$ cat src/rtl/rom_page_pkg.sv
package rom_page_pkg;
    typedef enum logic [2:0] {
        M_BOOT_PLAIN = 3'd0,
        M_BOOT_SAFE  = 3'd1,
        M_NORMAL     = 3'd2,
        M_SAFE       = 3'd3,
        M_PROG       = 3'd4
    } mode_t;
endpackage

$ cat src/rtl/rp_page_reg.sv
module rp_page_reg #(
    parameter int PAGE_W   = 8,
    parameter int LEG0_BIT = 4,
    parameter int LEG1_BIT = 2
) (
    input  logic              clk,
    input  logic              rst_n,
    input  logic [PAGE_W-1:0] din,
    input  logic              wr_page,
    input  logic              wr_rom0,
    input  logic              wr_rom1,
    output logic [PAGE_W-1:0] page
);
    logic [PAGE_W-1:0] nxt;

    always_comb begin
        nxt = page;
        if (wr_page) nxt = din;
        if (wr_rom0) nxt[0] = din[LEG0_BIT];
        if (wr_rom1) nxt[1] = din[LEG1_BIT];
    end

    always_ff @(posedge clk) begin
        if (!rst_n) page <= '0;
        else        page <= nxt;
    end

    // full load when no legacy strobe
    p_dir_load_r1: assert property (@(posedge clk) disable iff (!rst_n)
        (wr_page && !wr_rom0 && !wr_rom1) |=> page == $past(din));
    // legacy low write keeps upper bits
    p_leg0_keep_r2: assert property (@(posedge clk) disable iff (!rst_n)
        (wr_rom0 && !wr_page && !wr_rom1) |=>
        (page[PAGE_W-1:1] == $past(page[PAGE_W-1:1])) && (page[0] == $past(din[LEG0_BIT])));
    // legacy high write sets bit 1
    p_leg1_bit_r3: assert property (@(posedge clk) disable iff (!rst_n)
        wr_rom1 |=> page[1] == $past(din[LEG1_BIT]));
endmodule

$ cat src/rtl/rp_mode_fsm.sv
module rp_mode_fsm
    import rom_page_pkg::*;
#(
    parameter int          DATA_W   = 8,
    parameter logic [7:0]  PROG_KEY = 8'hFA
) (
    input  logic              clk,
    input  logic              rst_n,
    input  logic [DATA_W-1:0] din,
    input  logic              wr_mode,
    input  logic              safe_key,
    output mode_t             mode
);
    mode_t nxt;
    logic  key_match;

    assign key_match = (din == DATA_W'(PROG_KEY));

    always_comb begin
        nxt = mode;
        unique case (mode)
            M_BOOT_PLAIN: nxt = M_NORMAL;
            M_BOOT_SAFE:  nxt = M_SAFE;
            M_NORMAL: begin
                if (safe_key)                    nxt = M_SAFE;
                else if (wr_mode && key_match)   nxt = M_PROG;
            end
            M_PROG: begin
                if (safe_key)                    nxt = M_SAFE;
                else if (wr_mode && !key_match)  nxt = M_NORMAL;
            end
            M_SAFE:  nxt = M_SAFE;
            default: nxt = M_NORMAL;
        endcase
    end

    always_ff @(posedge clk) begin
        if (!rst_n) begin
            if (safe_key)                mode <= M_BOOT_SAFE;
            else if (mode == M_BOOT_SAFE) mode <= M_BOOT_SAFE;
            else                          mode <= M_BOOT_PLAIN;
        end else begin
            mode <= nxt;
        end
    end

    // key in a running mode leads to safe
    p_key_to_safe_r5: assert property (@(posedge clk) disable iff (!rst_n)
        ((mode == M_NORMAL || mode == M_PROG) && safe_key) |=> mode == M_SAFE);
    // safe holds while out of reset
    p_safe_hold_r6: assert property (@(posedge clk) disable iff (!rst_n)
        (mode == M_SAFE) |=> mode == M_SAFE);
    // programming exit on a non-key control write
    p_prog_exit_r7: assert property (@(posedge clk) disable iff (!rst_n)
        (mode == M_PROG && wr_mode && !key_match && !safe_key) |=> mode == M_NORMAL);
endmodule

$ cat src/rtl/rp_window_map.sv
module rp_window_map
    import rom_page_pkg::*;
#(
    parameter int         WIN_W    = 2,
    parameter logic [1:0] PROG_WIN = 2'b10
) (
    input  logic             clk,
    input  logic             rst_n,
    input  mode_t            mode,
    input  logic             mem_wr,
    input  logic [WIN_W-1:0] addr_hi,
    output logic             rom_internal,
    output logic             flash_window,
    output logic             flash_we
);
    always_comb begin
        rom_internal = 1'b0;
        flash_window = 1'b0;
        flash_we     = 1'b0;
        unique case (mode)
            M_BOOT_SAFE, M_SAFE: rom_internal = 1'b1;
            M_PROG: begin
                rom_internal = 1'b1;
                flash_window = 1'b1;
                flash_we     = mem_wr && (addr_hi == WIN_W'(PROG_WIN));
            end
            default: ;
        endcase
    end

    // a flash write strobe implies the programming window is open
    p_we_in_window_r8: assert property (@(posedge clk) disable iff (!rst_n)
        flash_we |-> (flash_window && rom_internal && mem_wr));
endmodule

$ cat src/rtl/rom_page_sel.sv
module rom_page_sel #(
    parameter int         PAGE_W   = 8,
    parameter int         LEG0_BIT = 4,
    parameter int         LEG1_BIT = 2,
    parameter logic [7:0] PROG_KEY = 8'hFA,
    parameter int         WIN_W    = 2,
    parameter logic [1:0] PROG_WIN = 2'b10
) (
    input  logic              clk,
    input  logic              rst_n,
    input  logic [PAGE_W-1:0] din,
    input  logic              wr_page,
    input  logic              wr_rom0,
    input  logic              wr_rom1,
    input  logic              wr_mode,
    input  logic              safe_key,
    input  logic              mem_wr,
    input  logic [WIN_W-1:0]  addr_hi,
    output logic              rom_internal,
    output logic [PAGE_W-1:0] flash_page,
    output logic              flash_window,
    output logic              flash_we
);
    import rom_page_pkg::*;

    mode_t mode;

    rp_page_reg #(.PAGE_W(PAGE_W), .LEG0_BIT(LEG0_BIT), .LEG1_BIT(LEG1_BIT)) u_page (
        .clk(clk), .rst_n(rst_n), .din(din),
        .wr_page(wr_page), .wr_rom0(wr_rom0), .wr_rom1(wr_rom1),
        .page(flash_page)
    );

    rp_mode_fsm #(.DATA_W(PAGE_W), .PROG_KEY(PROG_KEY)) u_fsm (
        .clk(clk), .rst_n(rst_n), .din(din),
        .wr_mode(wr_mode), .safe_key(safe_key), .mode(mode)
    );

    rp_window_map #(.WIN_W(WIN_W), .PROG_WIN(PROG_WIN)) u_map (
        .clk(clk), .rst_n(rst_n), .mode(mode),
        .mem_wr(mem_wr), .addr_hi(addr_hi),
        .rom_internal(rom_internal), .flash_window(flash_window), .flash_we(flash_we)
    );

    // key and programming request together never open the flash window
    p_key_beats_prog_r9: assert property (@(posedge clk) disable iff (!rst_n)
        (safe_key && !flash_window) |=> (rom_internal && !flash_window));
endmodule

$ cat config.mk
export PLATFORM = sky130hd
export DESIGN_NAME = rom_page_sel
export DESIGN_NICKNAME = d
export VERILOG_FILES = /design/src/rtl/rom_page_pkg.sv /design/src/rtl/rp_page_reg.sv /design/src/rtl/rp_mode_fsm.sv /design/src/rtl/rp_window_map.sv /design/src/rtl/rom_page_sel.sv
export SDC_FILE = /design/constraint.sdc
export NUM_CORES = 1
export LEC_CHECK = 0
export BUFFER_PORTS_ARGS = -buffer_cell sky130_fd_sc_hd__buf_2
export CAP_MARGIN = 20
export CORE_AREA = 2 2 41 43
export DETAILED_ROUTE_END_ITERATION = 8
export DIE_AREA = 0 0 43 45
export GPL_TIMING_DRIVEN = 0
export PLACE_DENSITY = 0.69
export RECOVER_POWER = 100
export SLEW_MARGIN = 20
export SYNTH_ARGS = -nofsm -noshare
export SYNTH_HDL_FRONTEND = slang
export SYNTH_HIERARCHICAL = 1
export SYNTH_SLANG_ARGS = --single-unit
$ cat constraint.sdc
create_clock -name clk -period 2 [get_ports clk]
set_clock_uncertainty 0.15 [all_clocks]
set_input_delay 0.6 -clock clk [delete_from_list [all_inputs] [get_ports clk]]
set_output_delay 0.6 -clock clk [all_outputs]
set_load 0.05 [all_outputs]
## Word-level counts from Yosys, hierarchy flattened

Index checks and enable logic that the tools add are counted.

- Add/sub/neg operators: 0
- $mul: 0
- Divide/modulo/power cells: 0
- Magnitude comparators: 0
- Equal/unequal tests: 8
- Shift-type cells: 0
- Muxes and demuxes: 14
- Bitwise gates (word level): 0
- Reductions and logical operators: 9

Operator list:

| kind | number |
|---|---|
| 3-bit 2-to-1 mux | 6 |
| 3-bit one-hot mux with 3 select lines | 1 |
| 8-bit equality test (second input constant) | 1 |
| 4-bit by 3-bit inequality test with 1-bit output (second input constant) | 2 |
| 3-bit by 2-bit equality test with 1-bit output (second input constant) | 2 |
| 1-bit 2-to-1 mux | 6 |
| 2-bit nonzero test | 2 |
| 3-bit by 1-bit equality test with 1-bit output (second input constant) | 1 |
| 3-bit equality test (second input constant) | 1 |
| 1-bit logical AND | 3 |
| 3-bit OR reduction | 1 |
| 2-bit equality test (second input constant) | 1 |
| 2-bit 2-to-1 mux | 1 |
| 2-bit AND reduction | 1 |
| 2-bit OR reduction | 1 |
| 1-bit zero test | 1 |

- Bits in registers: 11
- Latch bits: 0
- RAM bits: 0
- Memory bits (read-only): 0
- Input bits: 18
- Output and inout port bits: 11
- Memories: 0

## Depth between registers and ports, before layout

Gate-level depths: netlist (run 1).

- Depth after elaboration: 7
- Depth in mapped cells: 3
- Depth with buffers taken out: 3

## Hierarchy

The synthesis (run 1) kept the hierarchy.

By module, submodules not included:

| module | instances | cells each | area each (sq um) | sequential area each (sq um) |
|---|---|---|---|---|
| rp_page_reg | 1 | 27 | 331.6 | 160.2 |
| rp_mode_fsm | 1 | 18 | 201.4 | 90.1 |
| rp_window_map | 1 | 6 | 35.0 | 0.0 |

## Least setup slack after synthesis (run 1)

Ideal clock, no wire load.

- Kind: register to output
- From: register u_fsm.mode[2]
- To: output rom_internal
- Arrival time: 1.516 ns
- Data required time: 1.250 ns
- Path slack: -0.266 ns
- Cell stages (with the launch flop): 2
- Path buffers: 0
- Path through: edfxtp_1 -> o21ai_0

- Longest elaborated chain between the ends: 3
- Elaborated cells on any way between the ends: 5
- Classes of those cells: 3 x eq/ne; 1 x mux; 1 x reduce/logical

Ends and longest elaborated chain:

| element | line | RTL |
|---|---|---|
| start: declaration | rp_mode_fsm.sv:12 | `output mode_t mode` |
| start signal: assignment | rp_mode_fsm.sv:43 | `mode <= nxt;` |
| 3-bit by 2-bit equality test with 1-bit output, or another cell as far along | rp_window_map.sv:20 | `unique case (mode)` |
| 3-bit OR reduction (no line) * | - |  |
| 1-bit 2-to-1 mux * | rp_window_map.sv:20 |  |
| end: declaration | rom_page_sel.sv:19 | `output logic rom_internal,` |

Every way passes the cells marked *; elsewhere a longest branch is shown, timed or not.

## Final worst setup path (run 1)

- From: register u_fsm.mode[1]
- To: output flash_we

- Longest elaborated chain between the ends: 2

Ends and longest elaborated chain:

| element | line | RTL |
|---|---|---|
| 3-bit equality test | rp_window_map.sv:20 |  |
| 1-bit 2-to-1 mux | rp_window_map.sv:20 |  |
| end: declaration | rom_page_sel.sv:22 | `output logic flash_we` |

No other way between the ends.

==> summary.md, run 1 <==
| Metric | Value |
|---|---|
| Failing checks | `setup timing` |
| Delay of the slowest cell on the worst path | `430 ps` |
| RePlAce Congestion | `0.7292` |
| Data arrival, critical path | `1460 ps` |
| First-pass GRT wire length | `1904 µm` |
| Largest area contributor in the synthesized netlist | `dfxtp_1` |
| Starting Density | `38.61%` |
| N_diodes | `0` |
| FF+latch count, synth | `11` |
| Remaining DRCs | `0` |
| Clock Latency Late Sink | `260 ps` |
| PortBufs | `27` |
| Fin. Hold Viols | `0` |
| Num ports | `29` |
| Hold Crit Class | `flip-flop to flip-flop` |
| Row cnt | `14` |
| Initial antenna violation count | `0` |
| HP Start | `u_page/page[4]` |
| Setup Slack @ Placement | `-73.13 ps` |
| Leakage | `0.3604 nW` |
| Total number of yosys warnings | `6` |
| Clock Sinks | `11` |
| Setup crit end kind | `primary output` |
| Post-synth EDFFs | `3` |
| Vias per cell | `4.940` |
| Outcome | `finished, violations left` |
| Synth cell count leaders | `dfxtp_1, mux2i_1, nor2b_1` |
| Nets | `103` |
| Netlist cell types | `25` |
| CTS buffer count | `3` |
| Commonest register cell after synthesis | `dfxtp_1` |
| Worst setup SP type | `flip-flop` |
| Routed Antenna Nets | `0` |
| Core Region | `1471 µm²` |
| Count leader, synth | `dfxtp_1` |
| DRT Wirelength | `1144 µm` |
| Die Wd | `43 µm` |
| Main area contributors after synthesis | `dfxtp_1, edfxtp_1, mux2i_1` |
| Total GRT Usage | `13.11%` |
| Vert. Die Dim | `45 µm` |
| Synth top area share | `28.19%` |
| Hold_buf cts | `0` |
| Post-synthesis sequential area ratio | `44.05%` |
| Vias in the first global route | `494` |
| Post-synth design cell area | `568.0 µm²` |
| Vias | `494` |
| Setup CP Type | `flip-flop to primary output` |
| Worst-path clk slew | `70 ps` |
| Routed wire per std cell | `11.44 µm` |
| Max Cap Viol | `0` |
| Crit-path max FO | `4` |
| Pwr per Cell Area | `724.3 nW/µm²` |
| H-tree levels | `1` |
| Tmin final | `2211 ps` |
| Die area | `1935 µm²` |
| Worst Max-Slew Pin Slew | `594.8 ps` |
| Async S/R FF share, synth | `0%` |
| Clk root buf | `clkbuf_4` |
| Total power | `0.0005591 W` |
| Placed cell count | `94` |
| Layout cells sized above 1 | `35.71%` |
| Max Root-Sink Buffers | `2` |
| Max Freq | `0.4524 GHz` |
| Area grow syn2layout | `35.90%` |
| Syn avg cell area | `11.14 µm²` |
| Largest net degree at the start of global routing | `13` |
| CP required | `1250 ps` |
| Worst vdd rail ir drop | `0.4273 mV` |
| Final period utilization | `110.5%` |
| 1st-iter DRT viols | `5` |
| Cell count after synthesis | `51` |
| Slowest-stage cell, CP | `or3b_4` |
| Crit path cell chain | `or3b_4, nor3_4, buf_6` |
| CTS tree | `yes` |
| WHS | `375.2 ps` |
| Syn Nets | `69` |
| RSZ-0062 raised after global routing | `yes` |
| First-pass detailed-route iteration total | `4` |
| Setup-failing EPs final | `3` |
| Fin cells | `100` |
| Relative max-transition margin | `60.52%` |
| Grt total ovfl | `0` |
| Post-route setup slack | `-210.6 ps` |
| Final max-slew violation count | `0` |
| FF-to-FF Start | `u_fsm/mode[1]` |
| Detailed placement HPWL | `893.5 µm` |
| CP Launch Point | `u_fsm/mode[1]` |
[worst max-delay path, delay by kind of cell, from the launching register on]
family	cells	cell delay (ps)
flops	1	420
buf+inv	1	180
simple gates	2	600
[kinds of logic (layout without fill, tap and decap cells)]
| kind of cell | Yosys count | count (layout) | share of synthesized area, % |
|---|---|---|---|
| AOI/OAI and AO/OA | 9 | 9 | 13.00 |
| DFF | 11 | 11 | 44.05 |
| and+or+nand+nor | 20 | 20 | 23.79 |
| muxes | 8 | 8 | 15.86 |
| buffers and inverters | 3 | 36 | 3.304 |
[metrics by stage]
step	TNS, ps	instance area [µm²]	utilization [%]
floorplan	-74.05	580.6	-
global placement	-55.97	735.7	50.00
detailed placement	-73.13	735.7	50.00
CTS	-510.0	789.5	53.66
global route	-582.0	772.0	52.47
finish	-408.2	772.0	52.47
[per-layer routing]
metal  vias up  global-route usage, %  wire length (µm)
li1        250                      -                 -
met1       225                  14.43               491
met2        19                  24.85               576
met3         0                  2.400                77
met4         0                  5.455                 0
met5         -                      0                 0
[area by class of cell]
class                      count  area [µm²]
buffer                         1       3.754
inverter                       2       7.507
clock inverter                 1       5.005
fill                         160       699.4
clock buffer                   3       22.52
sequential                    11       250.2
timing repair buffer          29       158.9
tap                           16       20.02
multi-input combinational     37       304.0
[flip-flops by register name (all words and copies together), names as in the netlist]
signal,count
u_fsm/mode,3
u_page/page,8
[power by group]
part	leakage [nW]	switching [W]	total, W	internal (W)
combinational	0.244	0.0000950	0.000155	0.0000597
clock	0.0177	0.0000738	0.000148	0.0000738
sequential	0.0987	0.00000973	0.000257	0.000247
total	0.360	0.000179	0.000559	0.000381
[cells in the final DEF (no fill, tap or decap)]
cell type and instances:
buf_2 16, clkbuf_1 9, dfxtp_1 8, mux2i_1 6
nor2b_1 6, clkbuf_4 4, buf_6 3, nand2b_1 3
edfxtp_1 3, nand2_1 2, inv_1 2, mux2_1 2
o211a_1 2, clkinv_2 1, buf_4 1, nand4_1 1
nand4bb_1 1, or3b_2 1, o21bai_1 1, or3b_1 1
or3_1 1, a21o_2 1, a31o_1 1, or2b_1 1
a22oi_1 1, o2bb2ai_1 1, o21a_1 1, nor2_1 1
or3b_4 1, o21ai_2 1, nor3_4 1
[final timing paths]
| kind | end | cells after the start | slack [ps] |
|---|---|---|---|
| hold / removal | u_page/page[4] | 2 | 380 |
| setup / recovery | flash_we | 3 | -210 |
| hold reg to reg | u_page/page[4] | 2 | 380 |
| setup reg to reg | u_fsm/mode[1] | 4 | 90 |
[repair_timing]
action	in CTS	in global routing
gates cloned	0	0
setup endpoints to repair	3	6
resized for setup	6	0
setup buffers	1	1
pin swaps	2	1
No activity file was read; power rests on OpenSTA's default activity.
==> run 2: changes to the inputs <==
- PLACE_DENSITY: 0.69 -> 0.66
==> summary.md, run 2 (synthesis results as in run 1) <==
| Metric | Value |
|---|---|
| Outcome | `finished, violations left (unchanged)` |
| Failing checks | `setup timing (unchanged)` |
| Routed wire per std cell | `12.24 µm (was 11.44 µm)` |
| Hold_buf cts | `0 (unchanged)` |
| Core Region | `1471 µm² (unchanged)` |
| HP Start | `u_page/page[3] (was u_page/page[4])` |
| Vert. Die Dim | `45 µm (unchanged)` |
| Routed Antenna Nets | `0 (unchanged)` |
| Vias in the first global route | `528 (was 494)` |
| R2R depth | `4 (unchanged)` |
| Setup CP Type | `flip-flop to primary output (unchanged)` |
| WHS Path Cells | `2 (unchanged)` |
| Total GRT Usage | `15.41% (was 13.11%)` |
| FF-to-FF Start | `u_fsm/mode[1] (unchanged)` |
| DRT Wirelength | `1236 µm (was 1144 µm)` |
| Largest net degree at the start of global routing | `13 (unchanged)` |
| CP required | `1250 ps (about the same)` |
| H-tree levels | `1 (unchanged)` |
| Worst setup SP type | `flip-flop (unchanged)` |
| Reg-to-Reg End | `u_fsm/mode[1] (unchanged)` |
| Die Wd | `43 µm (unchanged)` |
| Max reg flops | `8 (unchanged)` |
| Final max-slew violation count | `0 (unchanged)` |
| Placed Area | `735.7 µm² (unchanged)` |
| Fin. Hold Viols | `0 (unchanged)` |
| CTS tree | `yes (unchanged)` |
| Clock Sinks | `11 (unchanged)` |
| Initial antenna violation count | `0 (unchanged)` |
| Num ports | `29 (unchanged)` |
| Commonest non-fill, non-tap cell in the layout | `buf_2 (unchanged)` |
| Hold Crit Class | `flip-flop to flip-flop (unchanged)` |
| Tmin final | `2204 ps (was 2211 ps)` |
| Layout cells sized above 1 | `45.88% (was 35.71%)` |
| Grt total ovfl | `0 (unchanged)` |
| Clk root buf | `clkbuf_4 (unchanged)` |
| Vias per cell | `4.980 (was 4.940)` |
| Max Root-Sink Buffers | `2 (unchanged)` |
| RePlAce Congestion | `0.6865 (was 0.7292)` |
| Most frequent cells in the layout | `buf_2, dfxtp_1, mux2i_1, nor2b_1 (was buf_2, clkbuf_1, dfxtp_1)` |
| N_diodes | `0 (unchanged)` |
| Top Registers | `u_page/page (8), u_fsm/mode (3) (unchanged)` |
| CP Launch Point | `u_fsm/mode[1] (unchanged)` |
| Vias | `503 (was 494)` |
| Relative max-transition margin | `65.17% (was 60.52%)` |
| Clock Latency Late Sink | `260 ps (about the same)` |
| RSZ-0062 raised after global routing | `yes (unchanged)` |
| CTS buffer count | `3 (unchanged)` |
| Data arrival, critical path | `1450 ps (was 1460 ps)` |
| Worst vdd rail ir drop | `0.3344 mV (was 0.4273 mV)` |
| Placed cell count | `94 (unchanged)` |
| Final instance area | `793.3 µm² (was 772.0 µm²)` |
| Starting Density | `38.61% (unchanged)` |
| Setup_tns | `-355.6 ps (was -408.2 ps)` |
| Worst R2R Setup Slack | `90 ps (about the same)` |
| Pwr per Cell Area | `715.4 nW/µm² (was 724.3 nW/µm²)` |
| First-pass detailed-route iteration total | `3 (was 4)` |
| Die area | `1935 µm² (unchanged)` |
| Worst Max-Slew Pin Slew | `522.4 ps (was 594.8 ps)` |
| Most flop-heavy register | `u_page/page (unchanged)` |
| Leakage | `0.3968 nW (was 0.3604 nW)` |
| Fin cells | `101 (was 100)` |
| Remaining DRCs | `0 (unchanged)` |
| Final period utilization | `110.2% (was 110.5%)` |
| PortBufs | `27 (unchanged)` |
| Area grow syn2layout | `39.65% (was 35.90%)` |
| Max Freq | `0.4538 GHz (was 0.4524 GHz)` |
| Crit-path max FO | `3 (was 4)` |
| Worst hold endpoint | `u_page/page[3] (was u_page/page[4])` |
| 1st-iter DRT viols | `5 (unchanged)` |
| First-pass GRT wire length | `2159 µm (was 1904 µm)` |
| Setup-failing EPs final | `3 (unchanged)` |
| Row cnt | `14 (unchanged)` |
| Layout Utilization | `53.91% (was 52.47%)` |
| Nets | `104 (was 103)` |
| Post-route setup slack | `-203.6 ps (was -210.6 ps)` |
| Max Cap Viol | `0 (unchanged)` |
| Worst-path clk slew | `70 ps (about the same)` |
| Setup crit end kind | `primary output (unchanged)` |
run 2: cell types whose count changed in the layout (fill, tap and decap cells not counted):
cell,delta
buf_2,+8
buf_4,+2
clkbuf_1,-7
clkbuf_4,-1
clkinv_2,-1
or3b_1,-1
or3b_2,-1
or3b_4,+2
run 2: area by class of cell:
cell class / count / area (µm²)
Multi-Input combinational cell: 37 / 309.0
Sequential cell: 11 / 250.2
Timing Repair Buffer: 30 / 176.4
Tap cell: 16 / 20.02
Buffer: 1 / 3.754
Fill cell: 139 / 678.2
Inverter: 2 / 7.507
Clock buffer: 4 / 26.28
run 2: where the power goes:
part           switching [W]  internal [W]  leakage [nW]
sequential        0.00000798      0.000247        0.0987
combinational      0.0000989     0.0000663         0.283
clock              0.0000703     0.0000770        0.0150
run 2: worst max path at each step:
stage	to	slack, ps	cells after the start
after floorplan	flash_we	-70	2
after global placement	flash_we	-50	3
after detailed placement	flash_we	-60	3
after CTS	flash_we	-210	3
after global routing	flash_we	-270	3
final	flash_we	-200	3
run 2: metal layers:
| layer | GRT usage (%) | wire length (µm) | part of all wire [%] | vias to the layer above |
|---|---|---|---|---|
| li1 | - | - | - | 254 |
| met1 | 17.21 | 520 | 42 | 229 |
| met2 | 26.97 | 624 | 50 | 18 |
| met3 | 2.400 | 75 | 6.1 | 2 |
| met4 | 10.91 | 15 | 1.2 | 0 |
| met5 | 0 | 0 | 0 | - |
run 2: repair_timing:
action / in CTS / in global routing
endpoints found under the setup margin: 3 / 6
pin swaps: 2 / 4
setup buffers: 3 / 2
gates resized for setup: 6 / 2
hold endpoints to repair: 0 / 0
run 2: critical path, stage by stage (launching register included):
cell	delay [ps]
edfxtp_1	390
or3b_4	440
nor3_4	190
buf_6	180
run 2: through the flow:
| step | power (W) | hold slack (ps) | setup WS (ps) |
|---|---|---|---|
| 6_report | 0.0005675 | 370.7 | -203.6 |
| 5_1_grt | 0.0005990 | 418.4 | -273.0 |
| 4_1_cts | 0.0005770 | 373.7 | -206.2 |
| 3_5_place_dp | 0.0004108 | 353.2 | -64.12 |
| 3_3_place_gp | 0.0004090 | 343.9 | -52.57 |
| 2_1_floorplan | 0.0003664 | 457.1 | -74.05 |
